[src/rtl/pwm_hb_pkg.sv]
package pwm_hb_pkg;
  localparam int ADDR_W = 2;
  localparam logic [ADDR_W-1:0] A_CTRL  = 2'd0;
  localparam logic [ADDR_W-1:0] A_PRESC = 2'd1;
  localparam logic [ADDR_W-1:0] A_CYCLE = 2'd2;
  localparam logic [ADDR_W-1:0] A_DUTY  = 2'd3;
  localparam int CTRL_W = 6;

  typedef enum logic [1:0] {
    HB_OFF = 2'd0,
    HB_Q   = 2'd1,
    HB_H   = 2'd2,
    HB_F   = 2'd3
  } hb_mode_e;

  typedef struct packed {
    hb_mode_e hb;
    logic     open_drain;
    logic     clk_slow;
    logic     invert;
    logic     enable;
  } ctrl_t;
endpackage

[src/rtl/pwm_regs.sv]
module pwm_regs
  import pwm_hb_pkg::*;
#(
  parameter int CNT_W = 16,
  parameter int PRE_W = 8
) (
  input  logic              clk,
  input  logic              rst_n,
  input  logic              wr_en,
  input  logic [ADDR_W-1:0] addr,
  input  logic [CNT_W-1:0]  wdata,
  output ctrl_t             ctrl,
  output logic [PRE_W-1:0]  presc,
  output logic [CNT_W-1:0]  cycle,
  output logic [CNT_W-1:0]  duty,
  output logic [CNT_W-1:0]  rdata
);
  always_ff @(posedge clk or negedge rst_n) begin
    if (!rst_n) begin
      ctrl  <= '0;
      presc <= '0;
      cycle <= '0;
      duty  <= '0;
    end else if (wr_en) begin
      unique case (addr)
        A_CTRL:  ctrl  <= ctrl_t'(wdata[CTRL_W-1:0]);
        A_PRESC: presc <= wdata[PRE_W-1:0];
        A_CYCLE: cycle <= wdata;
        default: duty  <= wdata;
      endcase
    end
  end

  always_comb begin
    rdata = '0;
    unique case (addr)
      A_CTRL:  rdata[CTRL_W-1:0] = ctrl;
      A_PRESC: rdata[PRE_W-1:0]  = presc;
      A_CYCLE: rdata = cycle;
      default: rdata = duty;
    endcase
  end
endmodule

[src/rtl/pwm_prescaler.sv]
module pwm_prescaler #(
  parameter int PRE_W = 8
) (
  input  logic             clk,
  input  logic             rst_n,
  input  logic             en,
  input  logic             sel_slow,
  input  logic             fast_tick,
  input  logic             slow_tick,
  input  logic [PRE_W-1:0] presc_next,
  input  logic             load,
  output logic             tick
);
  logic [PRE_W-1:0] pre_cnt, act_presc;
  logic src;

  assign src  = sel_slow ? slow_tick : fast_tick;
  assign tick = en && src && (pre_cnt == act_presc);

  always_ff @(posedge clk or negedge rst_n) begin
    if (!rst_n) begin
      pre_cnt   <= '0;
      act_presc <= '0;
    end else if (!en) begin
      pre_cnt   <= '0;
      act_presc <= presc_next;
    end else if (src) begin
      pre_cnt <= (pre_cnt == act_presc) ? '0 : pre_cnt + 1'b1;
      if (load) act_presc <= presc_next;
    end
  end

  a_r4_pre_in_range: assert property (@(posedge clk) disable iff (!rst_n)
    en |-> pre_cnt <= act_presc);
  a_r5_pre_held: assert property (@(posedge clk) disable iff (!rst_n)
    !en |=> pre_cnt == '0);
endmodule

[src/rtl/pwm_period.sv]
module pwm_period #(
  parameter int CNT_W = 16
) (
  input  logic             clk,
  input  logic             rst_n,
  input  logic             en,
  input  logic             tick,
  input  logic [CNT_W-1:0] cycle_next,
  input  logic [CNT_W-1:0] duty_next,
  output logic             period_end,
  output logic [CNT_W-1:0] cnt,
  output logic [CNT_W-1:0] base_duty
);
  logic [CNT_W-1:0] act_cycle, act_duty;
  logic [CNT_W:0]   cnt_inc;
  logic             last;

  assign cnt_inc    = {1'b0, cnt} + 1'b1;
  assign last       = cnt_inc >= {1'b0, act_cycle};
  assign period_end = tick && last;
  assign base_duty  = (act_duty > act_cycle) ? act_cycle : act_duty;

  always_ff @(posedge clk or negedge rst_n) begin
    if (!rst_n) begin
      cnt       <= '0;
      act_cycle <= '0;
      act_duty  <= '0;
    end else if (!en) begin
      cnt       <= '0;
      act_cycle <= cycle_next;
      act_duty  <= duty_next;
    end else if (tick) begin
      if (last) begin
        cnt       <= '0;
        act_cycle <= cycle_next;
        act_duty  <= duty_next;
      end else begin
        cnt <= cnt + 1'b1;
      end
    end
  end

  a_r3_cnt_in_range: assert property (@(posedge clk) disable iff (!rst_n)
    (act_cycle != '0) |-> cnt < act_cycle);
  a_r5_cnt_held: assert property (@(posedge clk) disable iff (!rst_n)
    !en |=> cnt == '0);
  a_r9_duty_held: assert property (@(posedge clk) disable iff (!rst_n)
    (en && !period_end) |=> ($stable(act_duty) && $stable(act_cycle)));
endmodule

[src/rtl/pwm_heartbeat.sv]
module pwm_heartbeat
  import pwm_hb_pkg::*;
#(
  parameter int CNT_W = 16,
  parameter int HB_W  = 8
) (
  input  logic             clk,
  input  logic             rst_n,
  input  logic             en,
  input  logic             period_end,
  input  hb_mode_e         mode,
  input  logic [CNT_W-1:0] base_duty,
  output logic [CNT_W-1:0] eff_duty
);
  localparam int TRI_W  = HB_W - 1;
  localparam int PROD_W = CNT_W + TRI_W;

  logic [HB_W-1:0]   phase;
  logic [TRI_W-1:0]  down;
  logic [PROD_W-1:0] prod, red;

  always_ff @(posedge clk or negedge rst_n) begin
    if (!rst_n)          phase <= '0;
    else if (!en)        phase <= '0;
    else if (period_end) phase <= phase + 1'b1;
  end

  assign down = phase[HB_W-1] ? ~phase[TRI_W-1:0] : phase[TRI_W-1:0];
  assign prod = PROD_W'(base_duty) * PROD_W'(down);

  always_comb begin
    unique case (mode)
      HB_Q:    red = prod >> (TRI_W + 2);
      HB_H:    red = prod >> (TRI_W + 1);
      HB_F:    red = prod >> TRI_W;
      default: red = '0;
    endcase
  end

  assign eff_duty = base_duty - red[CNT_W-1:0];

  a_r10_hb_not_above: assert property (@(posedge clk) disable iff (!rst_n)
    eff_duty <= base_duty);
  a_r10_phase_restart: assert property (@(posedge clk) disable iff (!rst_n)
    !en |=> phase == '0);
endmodule

[src/rtl/pwm_hb_top.sv]
module pwm_hb_top
  import pwm_hb_pkg::*;
#(
  parameter int CNT_W = 16,
  parameter int PRE_W = 8,
  parameter int HB_W  = 8
) (
  input  logic              clk,
  input  logic              rst_n,
  input  logic              fast_tick_i,
  input  logic              slow_tick_i,
  input  logic              wr_en_i,
  input  logic [ADDR_W-1:0] addr_i,
  input  logic [CNT_W-1:0]  wdata_i,
  output logic [CNT_W-1:0]  rdata_o,
  output logic              pwm_o,
  output logic              pwm_oe_o
);
  ctrl_t            ctrl;
  logic [PRE_W-1:0] presc;
  logic [CNT_W-1:0] cycle, duty, cnt, base_duty, eff_duty;
  logic             tick, period_end, active, level;

  pwm_regs #(.CNT_W(CNT_W), .PRE_W(PRE_W)) u_regs (
    .clk(clk), .rst_n(rst_n), .wr_en(wr_en_i), .addr(addr_i), .wdata(wdata_i),
    .ctrl(ctrl), .presc(presc), .cycle(cycle), .duty(duty), .rdata(rdata_o)
  );

  pwm_prescaler #(.PRE_W(PRE_W)) u_pre (
    .clk(clk), .rst_n(rst_n), .en(ctrl.enable), .sel_slow(ctrl.clk_slow),
    .fast_tick(fast_tick_i), .slow_tick(slow_tick_i), .presc_next(presc),
    .load(period_end), .tick(tick)
  );

  pwm_period #(.CNT_W(CNT_W)) u_per (
    .clk(clk), .rst_n(rst_n), .en(ctrl.enable), .tick(tick),
    .cycle_next(cycle), .duty_next(duty), .period_end(period_end),
    .cnt(cnt), .base_duty(base_duty)
  );

  pwm_heartbeat #(.CNT_W(CNT_W), .HB_W(HB_W)) u_hb (
    .clk(clk), .rst_n(rst_n), .en(ctrl.enable), .period_end(period_end),
    .mode(ctrl.hb), .base_duty(base_duty), .eff_duty(eff_duty)
  );

  assign active   = ctrl.enable && (cnt < eff_duty);
  assign level    = active ^ ctrl.invert;
  assign pwm_o    = ctrl.open_drain ? 1'b0 : level;
  assign pwm_oe_o = ctrl.open_drain ? ~level : 1'b1;

  a_r7_od_low_only: assert property (@(posedge clk) disable iff (!rst_n)
    ctrl.open_drain |-> !pwm_o);
  a_r5_idle_level: assert property (@(posedge clk) disable iff (!rst_n)
    (!ctrl.enable && !ctrl.open_drain) |-> pwm_o == ctrl.invert);
endmodule

[config.mk]
export PLATFORM = sky130hd
export DESIGN_NAME = pwm_hb_top
export DESIGN_NICKNAME = d
export VERILOG_FILES = /design/src/rtl/pwm_hb_pkg.sv /design/src/rtl/pwm_regs.sv /design/src/rtl/pwm_prescaler.sv /design/src/rtl/pwm_period.sv /design/src/rtl/pwm_heartbeat.sv /design/src/rtl/pwm_hb_top.sv
export SDC_FILE = /design/constraint.sdc
export NUM_CORES = 1
export LEC_CHECK = 0
export ABC_AREA = 1
export BUFFER_PORTS_ARGS = -buffer_cell sky130_fd_sc_hd__clkbuf_2
export CORE_ASPECT_RATIO = 1.4
export CORE_MARGIN = 1
export CORE_UTILIZATION = 45
export DETAILED_ROUTE_END_ITERATION = 16
export GPL_ROUTABILITY_DRIVEN = 0
export MAX_ROUTING_LAYER = met4
export PLACE_DENSITY_LB_ADDON = 0.08
export SYNTH_ARGS = -nofsm -noshare
export SYNTH_HDL_FRONTEND = slang
export SYNTH_SLANG_ARGS = --single-unit
[constraint.sdc]
create_clock -name clk -period 19.6 [get_ports clk]
set_input_delay 1.96 -clock clk [delete_from_list [all_inputs] [get_ports clk]]
set_output_delay 1.96 -clock clk [all_outputs]
set_load 0.01 [all_outputs]
==> qor.txt <==
status - complete, no violations
Post-Syn Nets - 1690
detailed placer's ending HPWL - 24600 um
GRT Util Overall - 26.0%
most frequent cell after synthesis - sky130_fd_sc_hd__nand2_1
time the worst path needs with I/O delays and setup - 12.98 ns
number of levels the H-tree was split into - 4
static leakage - 6.42 nW
post-synth top area share - 26.2%
Avg Synthesized Cell Area - 7.53 sq um
power density of the placed cells - 92.6 nW/um^2
via count - 9676
peak supply drop - 97.0 uV
number of routed nets with antenna violations - 0
detailed-route wire length - 30500 um
Antenna Diode Count - 0
Setup Crit Path Kind - reg2out
number of port buffers - 40
number of antenna violations at the first check in global routing - 0
final count of pins violating max slew - 0
beginning of the worst register-to-register path - u_per.cnt[0]$_DFFE_PN0P_
IO Pins - 41
Max-Cap Viols - 0
warnings from Yosys - 0
remaining global-route overflow - 0
Setup crit end kind - primary output
Final Total Pwr - 0.00115 W
placed insts - 1833
core region area - 24600 sq um
Max transition margin - 32.8%
most area-consuming cells after synthesis - sky130_fd_sc_hd__dfrtp_1, sky130_fd_sc_hd__nand2_1, sky130_fd_sc_hd__fa_1
vias per std cell - 5.19
proportion of register bits with asynchronous set or reset after synthesis - 100%
post-synthesis cell count - 1494
TritonCTS clock tree - built
number of synthesized flops with an enable pin - 0
total setup violations reported at the end of the flow - 0
Top FF cell, synth - sky130_fd_sc_hd__dfrtp_1
fraction of final layout cells sized beyond drive strength 1 - 8.46%
number of hold buffers added after CTS - 0
maximum clock rate - 0.0770 GHz
actual transition at the worst max-transition pin - 1.01 ns
number of DRC markers in iteration 0 - 379
Worst path slowest cell - sky130_fd_sc_hd__o21ai_0
detailed-route wire length per cell - 16.4 um
number of clock sinks - 118
NumNets Final - 1733
first-pass iteration count of the detailed router - 4
area added between synthesis and finish - 10.2%
root buf cell - sky130_fd_sc_hd__clkbuf_16
Seq/Total Area, Yosys - 26.2%
arrival time reported for the critical path endpoint - 11.02 ns
cts bufs inserted - 17
buffers inserted during post-CTS setup optimization - 0
pin count of the biggest net entering global routing - 73
final cycle utilization of the critical path - 66.2%
site row count - 68
number of hold violations in the final report - 0
clock-pin slew reported for the worst setup and hold paths after clock tree synthesis - 0.06 ns
Netlist Area Pre-Place - 11300 sq um
setup repair after global routing missed its margin - false
synthesis-stage register bit count - 118
Max FO, Critical Path - 30
wire length of the first global-routing pass - 50000 um
worst min-delay path category - reg2reg
required time at the endpoint of the critical path - 17.64 ns
top cells by instance count after synthesis - sky130_fd_sc_hd__nand2_1, sky130_fd_sc_hd__inv_1, sky130_fd_sc_hd__nor2_1
post-route DRC violation count - 0
die boundary width - 136 um
startpoint of the tightest hold check path - u_regs.duty[13]$_DFFE_PN0P_
maximum clock insertion buffer count - 2
insertion delay of the later-clocked pin in the worst-skew pair - 0.42 ns
biggest area consumer among synthesized cells - sky130_fd_sc_hd__dfrtp_1
Initial Utilization - 45.8%
vertical extent of the die - 189 um
cell repeated most along the worst path - sky130_fd_sc_hd__nand2_1
total die area - 25700 sq um
post-cts resize count - 0
Synth cell types - 48
Worst setup startpoint - u_per.act_cycle[11]$_DFFE_PN0P_
Largest stage delay, worst path - 0.99 ns
final instance count without filler cells - 1864
startpoint class of the critical path - flop
final-layout setup total negative slack - 0 ns
worst-case clock skew - 0.00806 ns
number of global-route vias before repair - 9910
-- worst max-delay path, delay by kind of cell (launching register included) --
family | cells | cell delay (ns)
XOR/XNOR | 2 | 0.32
adder cells (fa/ha/maj) | 8 | 3.28
buffers and inverters | 7 | 0.76
flip-flops | 1 | 0.32
AO/OA/AOI/OAI | 13 | 3.58
AND/OR/NAND/NOR | 18 | 2.35
-- registers in the layout, summed over array words and instances, names as in the netlist --
| register | flops |
|---|---|
| u_regs.cycle | 16 |
| u_regs.ctrl | 6 |
| u_regs.presc | 8 |
| u_per.act_duty | 16 |
| u_per.act_cycle | 16 |
| u_hb.phase | 8 |
| u_per.cnt | 16 |
| u_pre.act_presc | 8 |
| u_pre.pre_cnt | 8 |
| u_regs.duty | 16 |
-- cells by family after synthesis --
| logic type | synth area share, % |
|---|---|
| xor+xnor | 3.81 |
| flops | 26.2 |
| compound gates | 13.2 |
| simple gates | 23.5 |
| fa+ha+maj | 23.8 |
| buf+inv | 9.41 |
-- layer usage --
metal,up-vias,global-route usage (%),part of all wire [%]
met1,4579,28.2,41
met4,0,11.0,3.8
met5,-,-,0
li1,4900,-,-
met3,48,2.73,1.9
met2,149,47.5,54
-- through the flow --
step	hold WS, ns	utilization, %	setup WS, ns	cell area (sq um)
after global placement	0.466	48.1	7.15	11800
after CTS	0.491	50.5	6.65	12400
final	0.484	50.5	6.62	12400
after global routing	0.526	50.5	5.90	12400
after detailed placement	0.476	48.1	7.13	11800
after floorplan	0.453	-	9.44	11300
-- where the power goes --
part	internal, W	leakage, nW	switching, W
logic	0.000181	4.61	0.000345
clock network	0.000205	0.290	0.000112
registers	0.000280	1.52	0.0000265
total	0.000666	6.42	0.000483
-- worst paths after layout --
| check | slack [ns] | end | cells past startpoint |
|---|---|---|---|
| max | 6.62 | pwm_oe_o | 48 |
| min | 0.48 | u_regs.duty[13]$_DFFE_PN0P_ | 2 |
| max reg2reg | 14.93 | u_per.act_cycle[9]$_DFFE_PN0P_ | 21 |
| min reg2reg | 0.48 | u_regs.duty[13]$_DFFE_PN0P_ | 2 |
| max in group asynchronous | 16.71 | u_per.act_duty[12]$_DFFE_PN0P_ | 2 |
| min in group asynchronous | 1.62 | u_hb.phase[3]$_DFFE_PN0P_ | 1 |
-- cell usage in the layout (no fill, tap or decap), types with 10 or more instances in the layout --
cell and n:
sky130_fd_sc_hd__nand2_1 369, sky130_fd_sc_hd__inv_1 230, sky130_fd_sc_hd__nor2_1 151, sky130_fd_sc_hd__dfrtp_1 118
sky130_fd_sc_hd__ha_1 104, sky130_fd_sc_hd__o21ai_0 97, sky130_fd_sc_hd__fa_1 69, sky130_fd_sc_hd__a21oi_1 61
sky130_fd_sc_hd__nand3_1 61, sky130_fd_sc_hd__clkbuf_2 39, sky130_fd_sc_hd__xor2_1 31, sky130_fd_sc_hd__o21ai_2 26
sky130_fd_sc_hd__nand4_1 22, sky130_fd_sc_hd__buf_4 20, sky130_fd_sc_hd__xnor2_1 18, sky130_fd_sc_hd__clkbuf_16 17
sky130_fd_sc_hd__nor3_1 10
-- layout make-up --
type | count | area, sq um
fillers | 2517 | 12200
multi-input cells | 1106 | 7240
flip-flops and latches | 118 | 2950
inverters | 235 | 882
clock buffers | 22 | 464
well taps | 315 | 394
repair buffers | 59 | 345
clock inverters | 9 | 126
Power figures use the tool's default switching activity.
